<file path="src/rtl/i2cs_pkg.sv">
package i2cs_pkg;

  localparam int BIT_W = 4;

  typedef enum logic [3:0] {
    S_IDLE, S_ADDR, S_AACK, S_RX, S_RACK, S_TX, S_TACK, S_WAIT, S_ERR
  } stateT;

  localparam logic [7:0] ST_OWN_W   = 8'h60;
  localparam logic [7:0] ST_GC      = 8'h70;
  localparam logic [7:0] ST_RX_ACK  = 8'h80;
  localparam logic [7:0] ST_RX_NACK = 8'h88;
  localparam logic [7:0] ST_GC_ACK  = 8'h90;
  localparam logic [7:0] ST_GC_NACK = 8'h98;
  localparam logic [7:0] ST_STOP    = 8'hA0;
  localparam logic [7:0] ST_OWN_R   = 8'hA8;
  localparam logic [7:0] ST_TX_ACK  = 8'hB8;
  localparam logic [7:0] ST_TX_NACK = 8'hC0;
  localparam logic [7:0] ST_TX_LAST = 8'hC8;
  localparam logic [7:0] ST_TMO     = 8'hD0;
  localparam logic [7:0] ST_BERR    = 8'h00;
  localparam logic [7:0] ST_IDLE    = 8'hF8;

  // strobes from control to datapath
  typedef struct packed {
    logic       cntClr;
    logic       shiftIn;
    logic       shiftOut;
    logic       setFlag;
    logic [7:0] code;
    logic       ackDrive;
    logic       txDrive;
    logic       busy;
    logic       idle;
    logic       errHold;
  } ctlT;

  // observations from datapath to control
  typedef struct packed {
    logic             sclRise;
    logic             sclFall;
    logic             startDet;
    logic             stopDet;
    logic             sdaBit;
    logic             timeout;
    logic [BIT_W-1:0] bitCnt;
    logic [7:0]       shiftByte;
  } obsT;

endpackage

</file>
<file path="src/rtl/i2cs_sync.sv">
module i2cs_sync #(
  parameter int STAGES = 2
) (
  input  logic clk,
  input  logic rstN,
  input  logic d,
  output logic q
);
  logic [STAGES-1:0] pipe;

  generate
    if (STAGES == 1) begin : g_one
      always_ff @(posedge clk or negedge rstN) begin
        if (!rstN) pipe <= '1;
        else       pipe <= d;
      end
    end else begin : g_many
      always_ff @(posedge clk or negedge rstN) begin
        if (!rstN) pipe <= '1;
        else       pipe <= {pipe[STAGES-2:0], d};
      end
    end
  endgenerate

  assign q = pipe[STAGES-1];
endmodule

</file>
<file path="src/rtl/i2cs_datapath.sv">
module i2cs_datapath
  import i2cs_pkg::*;
#(
  parameter int TO_W        = 16,
  parameter int SYNC_STAGES = 2
) (
  input  logic            clk,
  input  logic            rstN,
  input  logic            sclIn,
  input  logic            sdaIn,
  input  ctlT             ctl,
  input  logic            stopRst,
  input  logic            flagClr,
  input  logic            txLoad,
  input  logic [7:0]      txData,
  input  logic [TO_W-1:0] toLimit,
  output obsT             obs,
  output logic [7:0]      dataReg,
  output logic            flag,
  output logic [7:0]      statusCode,
  output logic            sdaOe,
  output logic            sclOe
);
  logic sclS, sdaS, sclD, sdaD;
  logic [BIT_W-1:0] bitCnt;
  logic [TO_W-1:0]  hiCnt;
  logic [7:0]       codeReg;

  i2cs_sync #(.STAGES(SYNC_STAGES)) u_sclSync (.clk(clk), .rstN(rstN), .d(sclIn), .q(sclS));
  i2cs_sync #(.STAGES(SYNC_STAGES)) u_sdaSync (.clk(clk), .rstN(rstN), .d(sdaIn), .q(sdaS));

  always_ff @(posedge clk or negedge rstN) begin
    if (!rstN) begin
      sclD <= 1'b1;
      sdaD <= 1'b1;
    end else begin
      sclD <= sclS;
      sdaD <= sdaS;
    end
  end

  always_comb begin
    obs.sclRise   = sclS & ~sclD;
    obs.sclFall   = ~sclS & sclD;
    obs.startDet  = sclS & sclD & sdaD & ~sdaS;
    obs.stopDet   = sclS & sclD & ~sdaD & sdaS;
    obs.sdaBit    = sdaS;
    obs.timeout   = ctl.busy & sclS & (hiCnt == toLimit) & (toLimit != '0);
    obs.bitCnt    = bitCnt;
    obs.shiftByte = dataReg;
  end

  // bit counter: SCL rises inside the current byte
  always_ff @(posedge clk or negedge rstN) begin
    if (!rstN)                             bitCnt <= '0;
    else if (stopRst || ctl.cntClr)        bitCnt <= '0;
    else if (obs.sclRise && ctl.busy && bitCnt != '1) bitCnt <= bitCnt + 1'b1;
  end

  // shared receive/transmit byte register
  always_ff @(posedge clk or negedge rstN) begin
    if (!rstN)             dataReg <= '0;
    else if (ctl.shiftIn)  dataReg <= {dataReg[6:0], sdaS};
    else if (ctl.shiftOut) dataReg <= {dataReg[6:0], 1'b1};
    else if (txLoad)       dataReg <= txData;
  end

  // SCL-high duration counter
  always_ff @(posedge clk or negedge rstN) begin
    if (!rstN)                           hiCnt <= '0;
    else if (stopRst || !ctl.busy || !sclS) hiCnt <= '0;
    else if (hiCnt != toLimit)           hiCnt <= hiCnt + 1'b1;
  end

  // event flag and latched code
  always_ff @(posedge clk or negedge rstN) begin
    if (!rstN) begin
      flag    <= 1'b0;
      codeReg <= ST_IDLE;
    end else if (stopRst) begin
      flag    <= 1'b0;
      codeReg <= ST_IDLE;
    end else if (ctl.setFlag) begin
      flag    <= 1'b1;
      codeReg <= ctl.code;
    end else if (flagClr && !ctl.errHold) begin
      flag    <= 1'b0;
    end
  end

  assign statusCode = (ctl.idle && !flag) ? ST_IDLE : codeReg;
  assign sdaOe      = ctl.ackDrive | (ctl.txDrive & ~dataReg[7]);
  assign sclOe      = flag;
endmodule

</file>
<file path="src/rtl/i2cs_control.sv">
module i2cs_control
  import i2cs_pkg::*;
(
  input  logic       clk,
  input  logic       rstN,
  input  obsT        obs,
  input  logic [6:0] ownAddr,
  input  logic       ackEnable,
  input  logic       stopRst,
  output ctlT        ctl
);
  stateT state, nxt;
  logic  isGc, rwBit, rxAck, lastByte, mAck;
  logic  capAddr, capRx, capLast, capAck;
  logic  busEvt, atBoundary, ownHit, gcHit, accept;

  assign busEvt     = obs.startDet | obs.stopDet;
  assign atBoundary = obs.bitCnt <= BIT_W'(1);
  assign ownHit     = obs.shiftByte[7:1] == ownAddr;
  assign gcHit      = obs.shiftByte == 8'h00;
  assign accept     = ackEnable & (ownHit | gcHit);

  always_comb begin
    ctl          = '0;
    nxt          = state;
    capAddr      = 1'b0;
    capRx        = 1'b0;
    capLast      = 1'b0;
    capAck       = 1'b0;
    ctl.busy     = (state != S_IDLE) && (state != S_ERR);
    ctl.idle     = state == S_IDLE;
    ctl.errHold  = state == S_ERR;
    ctl.ackDrive = (state == S_AACK) || (state == S_RACK && rxAck);
    ctl.txDrive  = state == S_TX;

    if (obs.timeout && ctl.busy) begin
      nxt = S_ERR;
      ctl.setFlag = 1'b1;
      ctl.code = ST_TMO;
    end else begin
      unique case (state)
        S_IDLE: begin
          if (obs.startDet) begin
            nxt = S_ADDR;
            ctl.cntClr = 1'b1;
          end
        end
        S_ADDR, S_WAIT: begin
          if (obs.startDet) begin
            nxt = S_ADDR;
            ctl.cntClr = 1'b1;
          end else if (obs.stopDet) begin
            nxt = S_IDLE;
          end else if (state == S_ADDR && obs.sclRise) begin
            ctl.shiftIn = 1'b1;
          end else if (state == S_ADDR && obs.sclFall && obs.bitCnt == BIT_W'(8)) begin
            capAddr = 1'b1;
            nxt = accept ? S_AACK : S_WAIT;
          end
        end
        S_AACK, S_RACK, S_TACK: begin
          if (busEvt) begin
            nxt = S_ERR;
            ctl.setFlag = 1'b1;
            ctl.code = ST_BERR;
          end else if (state == S_TACK && obs.sclRise) begin
            capAck = 1'b1;
          end else if (obs.sclFall) begin
            ctl.setFlag = 1'b1;
            ctl.cntClr  = 1'b1;
            if (state == S_AACK) begin
              nxt = rwBit ? S_TX : S_RX;
              ctl.code = rwBit ? ST_OWN_R : (isGc ? ST_GC : ST_OWN_W);
            end else if (state == S_RACK) begin
              nxt = rxAck ? S_RX : S_WAIT;
              ctl.code = isGc ? (rxAck ? ST_GC_ACK : ST_GC_NACK)
                              : (rxAck ? ST_RX_ACK : ST_RX_NACK);
            end else begin
              nxt = (mAck && !lastByte) ? S_TX : S_WAIT;
              ctl.code = !mAck ? ST_TX_NACK : (lastByte ? ST_TX_LAST : ST_TX_ACK);
            end
          end
        end
        S_RX, S_TX: begin
          if (busEvt) begin
            ctl.setFlag = 1'b1;
            ctl.cntClr  = 1'b1;
            if (atBoundary) begin
              ctl.code = ST_STOP;
              nxt = obs.startDet ? S_ADDR : S_IDLE;
            end else begin
              ctl.code = ST_BERR;
              nxt = S_ERR;
            end
          end else if (state == S_RX && obs.sclRise) begin
            ctl.shiftIn = 1'b1;
          end else if (state == S_RX && obs.sclFall && obs.bitCnt == BIT_W'(8)) begin
            capRx = 1'b1;
            nxt = S_RACK;
          end else if (state == S_TX && obs.sclFall && obs.bitCnt != '0) begin
            ctl.shiftOut = 1'b1;
            if (obs.bitCnt == BIT_W'(8)) begin
              capLast = 1'b1;
              nxt = S_TACK;
            end
          end
        end
        S_ERR: ;
        default: nxt = S_IDLE;
      endcase
    end
  end

  always_ff @(posedge clk or negedge rstN) begin
    if (!rstN) begin
      state    <= S_IDLE;
      isGc     <= 1'b0;
      rwBit    <= 1'b0;
      rxAck    <= 1'b0;
      lastByte <= 1'b0;
      mAck     <= 1'b0;
    end else begin
      state <= stopRst ? S_IDLE : nxt;
      if (capAddr) begin
        isGc  <= gcHit;
        rwBit <= obs.shiftByte[0];
      end
      if (capRx)   rxAck    <= ackEnable;
      if (capLast) lastByte <= ~ackEnable;
      if (capAck)  mAck     <= ~obs.sdaBit;
    end
  end
endmodule

</file>
<file path="src/rtl/i2cs_engine.sv">
module i2cs_engine
  import i2cs_pkg::*;
#(
  parameter int TO_W        = 16,
  parameter int SYNC_STAGES = 2
) (
  input  logic            clk,
  input  logic            rstN,
  input  logic            sclIn,
  input  logic            sdaIn,
  output logic            sclOe,
  output logic            sdaOe,
  input  logic [6:0]      ownAddr,
  input  logic            ackEnable,
  input  logic [TO_W-1:0] toLimit,
  input  logic            flagClr,
  input  logic            stopRst,
  input  logic            txLoad,
  input  logic [7:0]      txData,
  output logic [7:0]      rxData,
  output logic [7:0]      statusCode,
  output logic            irqFlag
);
  ctlT ctl;
  obsT obs;

  i2cs_control u_ctrl (
    .clk(clk), .rstN(rstN), .obs(obs), .ownAddr(ownAddr),
    .ackEnable(ackEnable), .stopRst(stopRst), .ctl(ctl)
  );

  i2cs_datapath #(.TO_W(TO_W), .SYNC_STAGES(SYNC_STAGES)) u_dp (
    .clk(clk), .rstN(rstN), .sclIn(sclIn), .sdaIn(sdaIn), .ctl(ctl),
    .stopRst(stopRst), .flagClr(flagClr), .txLoad(txLoad), .txData(txData),
    .toLimit(toLimit), .obs(obs), .dataReg(rxData), .flag(irqFlag),
    .statusCode(statusCode), .sdaOe(sdaOe), .sclOe(sclOe)
  );
endmodule

</file>
<file path="config.mk">
export PLATFORM = sky130hd
export DESIGN_NAME = i2cs_engine
export DESIGN_NICKNAME = d
export VERILOG_FILES = /design/src/rtl/i2cs_pkg.sv /design/src/rtl/i2cs_sync.sv /design/src/rtl/i2cs_datapath.sv /design/src/rtl/i2cs_control.sv /design/src/rtl/i2cs_engine.sv
export SDC_FILE = /design/constraint.sdc
export NUM_CORES = 1
export LEC_CHECK = 0
export BUFFER_PORTS_ARGS = -buffer_cell sky130_fd_sc_hd__buf_4
export CORE_UTILIZATION = 30
export CTS_CLUSTER_DIAMETER = 150
export CTS_CLUSTER_SIZE = 14
export DETAILED_ROUTE_END_ITERATION = 8
export MAX_ROUTING_LAYER = met4
export PLACE_DENSITY_LB_ADDON = 0.08
export SLEW_MARGIN = 25
export SYNTH_ARGS = -nofsm -noshare
export SYNTH_HDL_FRONTEND = slang
export SYNTH_SLANG_ARGS = --single-unit
</file>
<file path="constraint.sdc">
create_clock -name clk -period 2.6 [get_ports clk]
set_input_delay 0.39 -clock clk [delete_from_list [all_inputs] [get_ports clk]]
set_output_delay 0.39 -clock clk [all_outputs]
set_load 0.01 [all_outputs]
</file>
==> Word level (Yosys, flattened, before mapping) <==
Cells that the tools add are included.
{ "totals": {"regBits": 52, "input_bits": 39, "out_inout_bits": 19, "wordCells": 195} }
{ "classes": {"add_sub_neg": 2, "n_lt_le_gt_ge": 1, "eq_ne": 23, "mux": 92, "bitwise_logic": 21, "reduce_logical": 41} }
{ "op_table": {"columns": ["op", "count"], "rows": [
  ["two-way mux 8 bit", 12],
  ["two-way mux 4 bit", 22],
  ["two-way mux 9 bit", 5],
  ["two-way mux 1 bit", 39],
  ["two-way mux 16 bit", 2],
  ["case mux 4 bit (5 select lines)", 1],
  ["!= test 6 x 2 -> 1 bit (second input constant)", 3],
  ["case mux 9 bit (2 select lines)", 1],
  ["logical AND 1 bit", 17],
  ["adder 16 x 1 -> 16 bit (second input constant)", 1],
  ["equality test 16 bit", 1],
  ["equality test 4 x 3 -> 1 bit (second input constant)", 4],
  ["!= test 16 bit", 1],
  ["nonzero test 16 bit", 1],
  ["bitwise AND 1 bit", 12],
  ["two-way mux 3 bit", 4],
  ["!= test 5 x 3 -> 1 bit (second input constant)", 2],
  ["AND reduction 9 bit", 1],
  ["equality test 4 x 2 -> 1 bit (second input constant)", 2],
  ["equality test 4 bit (second input constant)", 2],
  ["logical NOT 8 bit", 1],
  ["!= test 4 bit (second input constant)", 2],
  ["nonzero test 4 bit", 2],
  ["equality test 7 bit", 1],
  ["other kinds (21)", 41]
]} }

==> Depth between registers and ports, before layout <==
Gate-level depths: netlist of the first run.
{ "logic_depth": {"ltp_word": 12, "mapped_depth": 9, "ltp_nobuf": 8} }

==> By module <==
Synthesis of the first run repeated with hierarchy kept, for this count alone.
{ "unflattened": {"hier_cells": 397, "hier_area_um2": 3573.4} }
{ "modules_own_cells": {"columns": ["module", "n_inst", "cells_per_inst", "area_each_um2", "seq_area_each_um2"], "rows": [
  ["i2cs_datapath", 1, 236, 2269.7, 984.7],
  ["i2cs_control", 1, 157, 1198.6, 225.2],
  ["i2cs_sync", 2, 2, 52.6, 52.6]
]} }

==> Worst setup path before layout of the first run <==
No wires, ideal clock.
{ "synth_timing": {"kind": "register to register", "start": "register u_ctrl.state[1]", "end": "register u_dp.dataReg[1]", "setup_time_ps": 125, "t_arrival_ps": 1837, "t_required_ps": 2475, "slack_ps": 638, "path_stages_with_launch": 8, "n_path_buf": 2, "period_less_slack_ps": 1962, "path_cell_list": "dfrtp_1 buf_6 or3_4 and2_4 and3_1 buf_6 o21ai_4 mux2_2"} }
{ "synth_between": {"elab_chain_cells": 11, "word_cells_on_any_way": 33, "cone_classes": "eq/ne: 5; mux: 13; bitwise: 3; reduce/logical: 12"} }
{ "synth_rtl": {"columns": ["element", "line", "rtl"], "rows": [
  ["start, declared", "i2cs_control.sv:12", "stateT state, nxt;"],
  ["start signal, assigned", "i2cs_control.sv:123", "state <= stopRst ? S_IDLE : nxt;"],
  ["equality test 4 x 3 -> 1 bit", "i2cs_control.sv:41, i2cs_control.sv:100", null],
  ["logical AND 1 bit (2 in a row)", "i2cs_control.sv:100", "end else if (state == S_TX && obs.sclFall && obs.bitCnt != '0) begin"],
  ["two-way mux 1 bit", "i2cs_control.sv:100", null],
  ["two-way mux 1 bit", "i2cs_control.sv:97", "end else if (state == S_RX && obs.sclFall && obs.bitCnt == BIT_W'(8)) begin"],
  ["two-way mux 1 bit", "i2cs_control.sv:95", "end else if (state == S_RX && obs.sclRise) begin"],
  ["two-way mux 2 bit", "i2cs_control.sv:85", "if (busEvt) begin"],
  ["two-way mux 1 bit", "i2cs_control.sv:41", "unique case (state)"],
  ["two-way mux 3 bit (*)", "i2cs_control.sv:36", "if (obs.timeout && ctl.busy) begin"],
  ["two-way mux 8 bit", "i2cs_datapath.sv:64", "else if (ctl.shiftOut) dataReg <= {dataReg[6:0], 1'b1};"],
  ["two-way mux 8 bit", "i2cs_datapath.sv:63", "else if (ctl.shiftIn) dataReg <= {dataReg[6:0], sdaS};"],
  ["end signal, assigned", "i2cs_datapath.sv:63", null],
  ["end signal, assigned", "i2cs_datapath.sv:64", null],
  ["end signal, assigned", "i2cs_datapath.sv:65", "else if (txLoad) dataReg <= txData;"],
  ["end, declared", "i2cs_datapath.sv:18", "output logic [7:0] dataReg,"]
]} }
Every way passes the cells marked *; elsewhere a longest branch is shown, timed or not.
A chain may end at the register's enable or synchronous reset.

==> Worst setup path after layout of the first run <==
{ "layout_timing": {"start": "register u_ctrl.state[2]", "end": "output port sdaOe"} }
{ "layout_between": {"elab_chain_cells": 4, "word_cells_on_any_way": 7, "cone_classes": "eq/ne: 3; bitwise: 2; reduce/logical: 2"} }
{ "layout_rtl": {"columns": ["element", "line", "rtl"], "rows": [
  ["equality test 4 x 3 -> 1 bit", "i2cs_control.sv:33", "ctl.ackDrive = (state == S_AACK) || (state == S_RACK && rxAck);"],
  ["logical AND 1 bit", "i2cs_control.sv:33", null],
  ["logical OR 1 bit", "i2cs_control.sv:33", null],
  ["bitwise OR 1 bit (*)", "i2cs_datapath.sv:92", "assign sdaOe = ctl.ackDrive | (ctl.txDrive & ~dataReg[7]);"],
  ["end, declared", "i2cs_engine.sv:12", "output logic sdaOe,"]
]} }
Marks and branches as above.

==> impl_metrics.csv, run 1 <==
group,metric,value,unit
cts,clockRootBuffer,"clkbuf_8",
placement,dpl.hpwl,6150,um
job,maxCapViolCount,0,
drt,via_per_inst,5.02,
finish,area_delta_synth_final,17.7,%
power,total_power,2410,uW
synth,async_reset_ff_share,100,%
sta,grt_setup_unrepaired,"no",
cts,holdBufCountCts,0,
worst_setup_path,r2r-end,"u_ctrl.state[1]",
placement,port_buffers,54,
power,switchingPower,915,uW
worst_setup_path,worstPathCellList,"inv_1 -> nor2_1 -> a22oi_1 -> nor2_1 -> buf_4",
sta,max_slew.worst_pin.slew,666,ps
grt,grt_usage,16.4,%
worst_setup_path,worstReg2RegStart,"u_ctrl.state[2]",
cts,cts_resized,0,
floorplan,die_area,0.0110,mm^2
placement,dp_cells,524,
sta,max_freq,439,MHz
sta,period_needed,2280,ps
synth,synth-main-ff-cell,"dfrtp_1",
worst_setup_path,cp-end-kind,"output pin",
worst_setup_path,path_depth,5,
power,p_seq_share,40.2,%
floorplan,io_pins,58,
cts,cts.sink_count,49,
sta,final.setup.tns,0,ps
drt,drc,0,
drt,drt-pass1-iter-count,4,
finish,antenna_cells,0,
worst_setup_path,crit_start,"u_ctrl.state[2]",
floorplan,core_area,0.0103,mm^2
floorplan,die_w,105,um
synth,yosysWarnings,0,
power,leakagePower,0.00148,uW
floorplan,rows,37,
finish,drive_above_1_share,27.5,%
finish,fin_nets,439,
cts,htree_levels,2,
cts,clock_latency,310,ps
cts,cts_inserted_buffers,5,
power,ir_drop,0.255,mV
grt,grt_pass1_vias,2707,
drt,postRouteAntennaNets,0,
synth,syn_avg_cell_area,9.07,um^2
synth,synth-seq-cells,49,
worst_setup_path,worst-r2r-cell-count,6,
synth,yosysTopAreaCell,"dfrtp_1",
sta,skew,11.1,ps
worst_setup_path,cp.arrival,1890,ps
floorplan,die_y,105,um
power,power_switching_share,38.0,%
power,combPwrFrac,40.0,%
worst_setup_path,crit_family,"flip-flops",
synth,synthDistinctLibCells,53,
sta,drv_slew,0,
grt,overflow,0,
drt,drt_wl_total,8270,um
drt,drtIter0Drc,150,
sta,slew_headroom,55.6,%
synth,ys_seq_area_share,39.0,%
power,p_int,1490,uW
synth,post-synth-top-area-fraction,29.9,%
sta,finalCritPeriodShare,87.6,%
sta,finalHoldViolCount,0,
worst_setup_path,crit_slowest_cell,"dfrtp_1",
grt,antenna_found_initial,0,
power,p_per_area,643,mW/mm^2
worst_setup_path,crit_fanout,15,
synth,synthCells,351,
min_path,hold_path.class,"primary input to async pin",
cts,cts.path.max_buffers,2,
drt,vias,2670,
synth,mappedNetlistArea,0.00318,mm^2
worst_setup_path,crit_top_cell,"nor2_1",
cts,cts_setup_buffers,0,
drt,post_drt_wl_per_cell,15.5,um
placement,gp_congestion,0.894,
worst_setup_path,startpoint_type,"register",
grt,grt_pass1_wl,14000,um
worst_setup_path,crit_end,"sdaOe",
worst_setup_path,slowest_delay,680,ps
cts,clk_pin_slew,100,ps
finish,fin_cells,532,
synth,ys_top_cells_by_area,"dfrtp_1, xnor2_1, dfstp_2",
worst_setup_path,worstPathRequired,2210,ps
grt,grt_max_degree,50,
worst_setup_path,critPathBufInv,2,
synth,synth-edff-count,0,
worst_setup_path,crit_type,"register to output pin",
floorplan,initial_core_util,30.8,%
run_status,status,"finished clean",
worst_setup_path,r2r_slack,410,ps
cts,cts_tree,"done",
power,p_clk_share,19.8,%
sta,setup_viol,0,
[placed cells by master (no fill, tap or decap), drive strengths merged, types with 3 or more instances in the layout]
master	instances
dfstp	11
or2	7
nand2b	6
ha	5
nand4	11
mux2i	3
conb	3
nor3	15
xnor2	34
o211ai	5
nand3	13
mux2	16
buf	61
inv	9
clkbuf	5
a21o	3
nor4	10
xor2	4
o21ai	18
o31ai	3
a21oi	11
dfrtp	38
nor2	40
nand2	28
a31oi	3
[power by group through the flow]
stage	combinational [uW]	clock, uW	sequential [uW]
floorplan	697	0	932
global placement	973	0	982
detailed placement	956	0	983
CTS	963	510	969
global route	1070	533	987
finish	962	478	968
[per-stage QoR]
stage	cell area, um^2	worst slack (ps)	hold slack (ps)	util, %
floorplan	3190	638	94.4	-
global placement	3660	411	346	35.4
detailed placement	3660	383	348	35.4
CTS	3750	351	130	36.3
global route	3750	174	143	36.3
finish	3750	324	109	36.3
[registers in the layout (all words and copies together), names as in the netlist]
register             count
u_ctrl.rwBit             1
u_ctrl.lastByte          1
u_ctrl.rxAck             1
u_dp.codeReg             5
u_dp.dataReg             8
u_ctrl.state             4
u_dp.hiCnt              16
u_dp.bitCnt              4
u_dp.sclD                1
u_dp.u_sdaSync.pipe      2
u_dp.u_sclSync.pipe      2
u_dp.flag                1
u_dp.sdaD                1
u_ctrl.mAck              1
u_ctrl.isGc              1
[logic make-up (layout without fill, tap and decap cells)]
group / Yosys count / in the layout / synth area share [%]
simple gates: 147 / 147 / 23.5
compound gates: 58 / 58 / 12.2
xor+xnor: 38 / 38 / 10.5
mux: 19 / 19 / 6.60
other cells: 1 / 3 / 0.118
fa+ha+maj: 5 / 5 / 1.97
buf+inv: 34 / 77 / 6.25
flops: 49 / 49 / 39.0
[layout make-up]
| type | instances | area [um^2] |
|---|---|---|
| clock buffer | 5 | 68.8 |
| tap | 136 | 170 |
| multi-input combinational | 270 | 1760 |
| clock inverter | 3 | 21.3 |
| inverter | 8 | 30.0 |
| timing repair buffer | 61 | 458 |
| fill | 1067 | 6580 |
| sequential | 49 | 1240 |
[worst min-delay path by stage]
stage,depth (start not counted),startpoint,slack (ps),endpoint
final,1,rstN,110,u_dp.flag
after global routing,1,rstN,140,u_dp.dataReg[3]
after CTS,1,rstN,130,u_ctrl.rxAck
after detailed placement,0,u_dp.u_sdaSync.pipe[0],350,u_dp.u_sdaSync.pipe[1]
after global placement,0,u_dp.u_sclSync.pipe[0],350,u_dp.u_sclSync.pipe[1]
after floorplan,0,rstN,90,u_ctrl.isGc
[Yosys cell counts, types with 3 or more instances]
master	instances
a21o_1	3
a21oi_1	11
a31oi_1	3
buf_2	3
buf_4	12
buf_6	3
clkbuf_1	6
dfrtp_1	38
dfstp_2	11
ha_1	5
inv_1	8
mux2_2	16
mux2i_1	3
nand2_1	28
nand2b_1	6
nand3_1	13
nand4_1	11
nor2_1	40
nor3_1	15
nor4_1	10
o211ai_1	5
o21ai_0	17
o31ai_1	3
or2_2	7
xnor2_1	34
xor2_1	4
[worst register-to-register path, cell delays in order, from the launching register on]
cell       delay [ps]
dfrtp_1           680
inv_1             240
a2111oi_0         480
o221a_2           310
o2bb2ai_1          90
nand4b_1          180
a21oi_1           130
[metal layers]
metal / routed length [um] / global-route usage (%) / up-vias / part of all wire, %
met4: 68 / 3.72 / 0 / 0.82
met1: 4180 / 23.4 / 1268 / 51
met2: 3640 / 24.3 / 79 / 44
li1: - / - / 1317 / -
met3: 385 / 2.62 / 6 / 4.7
met5: 0 / - / - / 0
(Power assumes the default switching activity.)
==> run 2, diff against run 1 <==
--- a/config.mk
+++ b/config.mk
@@ -10,6 +10,7 @@
 export CTS_CLUSTER_DIAMETER = 150
 export CTS_CLUSTER_SIZE = 14
 export DETAILED_ROUTE_END_ITERATION = 8
+export HOLD_SLACK_MARGIN = 0.15
 export MAX_ROUTING_LAYER = met4
 export PLACE_DENSITY_LB_ADDON = 0.08
 export SLEW_MARGIN = 25
==> impl_metrics.csv, run 2 (same netlist as run 1, synthesis figures left out) <==
group,metric,value,unit
run_status,status,"finished clean",
grt,grt_pass1_vias,2707,
min_path,min_path_cells,1,
floorplan,die_y,105,um
finish,area_delta_synth_final,18.3,%
finish,final_common_cell,"buf_4",
worst_setup_path,worst-r2r-cell-count,6,
placement,dp_cells,524,
drt,via_per_inst,5.00,
cts,clk_pin_slew,100,ps
finish,antenna_cells,0,
worst_setup_path,worstPathRequired,2210,ps
placement,gp_congestion,0.894,
sta,finalHoldViolCount,0,
sta,setup_viol,0,
sta,drv_slew,0,
power,ir_drop,0.256,mV
finish,fin_cells,534,
finish,fin_nets,441,
cts,clockRootBuffer,"clkbuf_8",
drt,drt-pass1-iter-count,4,
sta,max_freq,444,MHz
floorplan,die_area,0.0110,mm^2
sta,skew,11.8,ps
worst_setup_path,worstReg2RegStart,"u_ctrl.state[2]",
grt,overflow,0,
min_path,min_to,"u_dp.u_sclSync.pipe[0]",
sta,holdWs,182,ps
sta,slew_headroom,55.8,%
cts,cts_inserted_buffers,5,
cts,clock_latency,310,ps
cts,cts.path.max_buffers,2,
placement,dpl.hpwl,6150,um
floorplan,die_w,105,um
sta,final.setup.tns,0,ps
power,total_power,2410,uW
sta,period_needed,2250,ps
floorplan,core_area,0.0103,mm^2
finish,largest_register,"u_dp.hiCnt",
drt,post_drt_wl_per_cell,15.5,um
worst_setup_path,crit_fanout,15,
drt,drt_wl_total,8290,um
min_path,hold_path.class,"primary input to register",
power,p_per_area,640,mW/mm^2
floorplan,rows,37,
worst_setup_path,r2r_slack,420,ps
drt,postRouteAntennaNets,0,
sta,grt_setup_unrepaired,"no",
sta,max_slew.worst_pin.slew,663,ps
worst_setup_path,startpoint_type,"register",
grt,antenna_found_initial,0,
cts,cts_setup_buffers,0,
drt,drtIter0Drc,146,
floorplan,io_pins,58,
finish,final_core_util,36.5,%
grt,grt_pass1_wl,14000,um
min_path,hold_start,"sclIn",
finish,final_cell_mix,"buf_4, nor2_1, dfrtp_1, xnor2_1, nand2_1",
grt,grt_usage,16.4,%
finish,largest_reg_flops,16,
worst_setup_path,cp-end-kind,"output pin",
cts,cts.sink_count,49,
drt,vias,2669,
worst_setup_path,r2r-end,"u_ctrl.state[1]",
drt,drc,0,
cts,cts_tree,"done",
floorplan,initial_core_util,30.8,%
placement,port_buffers,54,
worst_setup_path,crit_type,"register to output pin",
finish,drive_above_1_share,27.4,%
finish,top_regs,"u_dp.hiCnt x16, u_dp.dataReg x8, u_dp.codeReg x5",
job,maxCapViolCount,0,
cts,htree_levels,2,
finish,n_fill_cell,1065,
sta,finalCritPeriodShare,86.6,%
grt,grt_max_degree,50,
power,leakagePower,0.00148,uW
worst_setup_path,cp.arrival,1860,ps
==> run 2: changes by cell type in the layout (fill, tap and decap cells not counted), sizes merged <==
| cell | previous run | this run |
|---|---|---|
| dlygate4sd3 | 0 | 2 |
==> run 2: worst max path at each step <==
| stage | from | slack (ps) | cells after the start | end |
|---|---|---|---|---|
| CTS | u_ctrl.state[2] | 350 | 5 | sdaOe |
| global route | u_ctrl.state[2] | 170 | 5 | sdaOe |
| finish | u_ctrl.state[2] | 350 | 5 | sdaOe |
| detailed placement | toLimit[3] | 380 | 6 | u_dp.dataReg[6] |
| floorplan | u_ctrl.state[1] | 640 | 7 | u_dp.dataReg[1] |
| global placement | toLimit[11] | 410 | 6 | u_dp.dataReg[6] |
==> run 2: per-stage QoR <==
| stage | worst slack (ps) | instance area, um^2 |
|---|---|---|
| final | 348 | 3770 |
| after global routing | 174 | 3770 |
| after CTS | 351 | 3760 |
| after detailed placement | 383 | 3660 |
| after global placement | 411 | 3660 |
| after floorplan | 638 | 3190 |
==> run 2: worst max-delay path, stage by stage (launching register included) <==
cell and delay, ps:
dfrtp_1 670, inv_1 230, nor2_1 320, a22oi_1 110, nor2_1 100, buf_4 120
==> run 2: power breakdown <==
| group | leakage [uW] | switching, uW | internal, uW | total, uW |
|---|---|---|---|---|
| clock | 0.0000445 | 284 | 192 | 475 |
| sequential | 0.000614 | 113 | 854 | 968 |
| combinational | 0.000825 | 519 | 448 | 967 |
| total | 0.00148 | 916 | 1490 | 2410 |
==> run 2: metal layers <==
layer | global-route usage, % | wire, um | vias to the layer above
met5 | - | 0 | -
met4 | 3.72 | 68 | 0
met3 | 2.62 | 412 | 6
met2 | 24.3 | 3640 | 77
met1 | 23.4 | 4170 | 1267
li1 | - | - | 1319
==> run 2: repair_timing <==
action,4_1_cts,5_1_grt
hold endpoints to repair,38,1
gates resized for setup,0,0
hold buffers,1,1
setup endpoints to repair,0,0
==> run 2: layout make-up <==
type,count,area (um^2),area share (%)
Timing Repair Buffer,63,478,12.7
Tap cell,136,170,4.52
Sequential cell,49,1240,32.9
Clock inverter,3,21.3,0.565
Clock buffer,5,68.8,1.83
Multi-Input combinational cell,270,1760,46.7
Inverter,8,30.0,0.797
==> run 3, diff against run 2 <==
==> constraint.sdc (replaced) <==
create_clock -name clk -period 2.6 [get_ports clk]
set_input_delay 0.26 -clock clk [delete_from_list [all_inputs] [get_ports clk]]
set_output_delay 0.26 -clock clk [all_outputs]
set_load 0.01 [all_outputs]
==> impl_metrics.csv, run 3 (same netlist as run 1, synthesis figures left out) <==
group,metric,value,unit
run_status,status,"finished clean",
worst_setup_path,r2r-end,"u_ctrl.state[1]",
sta,setup_viol,0,
sta,finalHoldViolCount,0,
drt,drtIter0Drc,90,
cts,holdBufCountCts,3,
sta,period_needed,2360,ps
min_path,hold_path.class,"primary input to register",
grt,grt_max_degree,50,
finish,largest_register,"u_dp.hiCnt",
sta,final.setup.tns,0,ps
sta,drv_slew,0,
power,combPwrFrac,35.2,%
grt,grt_pass1_vias,2619,
cts,clockRootBuffer,"clkbuf_8",
min_path,min_path_cells,2,
power,p_int,1650,uW
worst_setup_path,crit_top_cell,"or2_2",
cts,cts_inserted_buffers,5,
floorplan,rows,37,
finish,fin_nets,440,
finish,n_fill_cell,1061,
drt,via_per_inst,5.01,
worst_setup_path,crit_type,"register to output pin",
sta,max_slew.worst_pin.slew,678,ps
placement,gp_congestion,0.873,
sta,max_freq,424,MHz
grt,grt_usage,16.3,%
cts,cts.sink_count,49,
sta,grt_setup_unrepaired,"no",
drt,drt-pass1-iter-count,5,
drt,postRouteAntennaNets,0,
power,p_per_area,671,mW/mm^2
floorplan,die_area,0.0110,mm^2
worst_setup_path,worst-r2r-cell-count,6,
worst_setup_path,crit_fanout,14,
power,switchingPower,905,uW
placement,port_buffers,54,
worst_setup_path,critPathBufInv,1,
placement,dp_cells,522,
floorplan,die_w,105,um
worst_setup_path,worstPathRequired,2340,ps
cts,clk_pin_slew,100,ps
cts,cts_resized,0,
power,leakagePower,0.00150,uW
sta,skew,13.7,ps
finish,antenna_cells,0,
grt,antenna_found_initial,0,
placement,place_ws,456,ps
drt,drc,0,
floorplan,core_area,0.0103,mm^2
cts,cts.path.max_buffers,2,
floorplan,io_pins,58,
cts,clock_latency,310,ps
sta,slew_headroom,54.8,%
worst_setup_path,worstPathCellList,"or2_2 -> nor4_1 -> or2_2 -> buf_4",
min_path,hold_start,"ackEnable",
power,power_switching_share,35.4,%
worst_setup_path,startpoint_type,"register",
floorplan,die_y,105,um
power,ir_drop,0.332,mV
placement,dpl.hpwl,6120,um
power,p_clk_share,25.8,%
worst_setup_path,crit_slowest_cell,"dfrtp_1",
finish,largest_reg_flops,16,
finish,final_cell_mix,"buf_4, nor2_1, dfrtp_1, xnor2_1, nand2_1",
worst_setup_path,r2r_slack,380,ps
finish,area_delta_synth_final,19.5,%
cts,cts_setup_buffers,0,
sta,timing.final.ws_setup,241,ps
worst_setup_path,slowest_delay,550,ps
grt,overflow,0,
min_path,min_to,"u_ctrl.lastByte",
drt,drt_wl_total,8330,um
finish,top_regs,"u_dp.hiCnt x16, u_dp.dataReg x8, u_dp.codeReg x5",
worst_setup_path,cp-end-kind,"output pin",
drt,post_drt_wl_per_cell,15.6,um
cts,cts_tree,"done",
worst_setup_path,worstReg2RegStart,"u_ctrl.state[2]",
sta,finalCritPeriodShare,90.7,%
sta,holdWs,170,ps
worst_setup_path,crit_family,"simple AND/OR/NAND/NOR gates",
finish,drive_above_1_share,27.0,%
job,maxCapViolCount,0,
finish,final_common_cell,"buf_4",
power,p_seq_share,39.0,%
cts,htree_levels,2,
worst_setup_path,cp.arrival,2100,ps
finish,fin_cells,533,
floorplan,initial_core_util,30.8,%
grt,grt_pass1_wl,13800,um
drt,vias,2672,
-- run 3: worst max-delay path by stage --
stage | endpoint | slack [ps] | start | depth (start not counted)
global route | statusCode[4] | 80 | u_ctrl.state[0] | 4
global placement | u_dp.bitCnt[2] | 460 | u_ctrl.state[0] | 6
detailed placement | u_dp.dataReg[6] | 460 | u_ctrl.state[0] | 4
floorplan | u_dp.dataReg[1] | 640 | u_ctrl.state[1] | 7
finish | statusCode[4] | 240 | u_ctrl.state[0] | 4
CTS | statusCode[4] | 230 | u_ctrl.state[0] | 4
-- run 3: metrics by stage --
step	area (um^2)	power (uW)	util (%)
CTS	3800	2570	36.9
detailed placement	3640	1900	35.3
finish	3800	2550	36.9
global route	3800	2720	36.9
global placement	3640	1900	35.3
floorplan	3190	1630	-
-- run 3: per-layer routing --
metal  routed length [um]  global-route usage, %
met1                 4120                   22.8
met4                  126                   4.63
met5                    0                      -
met2                 3730                   24.2
met3                  349                   2.43
-- run 3: cell type report --
type | instances | area, um^2 | area share (%)
multi-input cells | 270 | 1760 | 46.2
flip-flops and latches | 49 | 1240 | 32.6
repair buffers | 62 | 473 | 12.4
well taps | 136 | 170 | 4.47
clock buffers | 5 | 68.8 | 1.81
clock inverters | 3 | 65.1 | 1.71
inverters | 8 | 30.0 | 0.789
-- run 3: worst reg2reg max path, stage by stage, from the launching register on --
cell and delay [ps]:
dfrtp_1 670, inv_1 260, a2111oi_0 510, o221a_2 310, o2bb2ai_1 90, nand4b_1 180
a21oi_1 130
-- run 3: power by group through the flow --
stage | combinational (uW) | sequential [uW] | clock (uW)
6_report | 898 | 996 | 660
5_1_grt | 997 | 1020 | 705
2_1_floorplan | 697 | 932 | 0
3_5_place_dp | 889 | 1010 | 0
3_3_place_gp | 894 | 1010 | 0
4_1_cts | 899 | 995 | 679
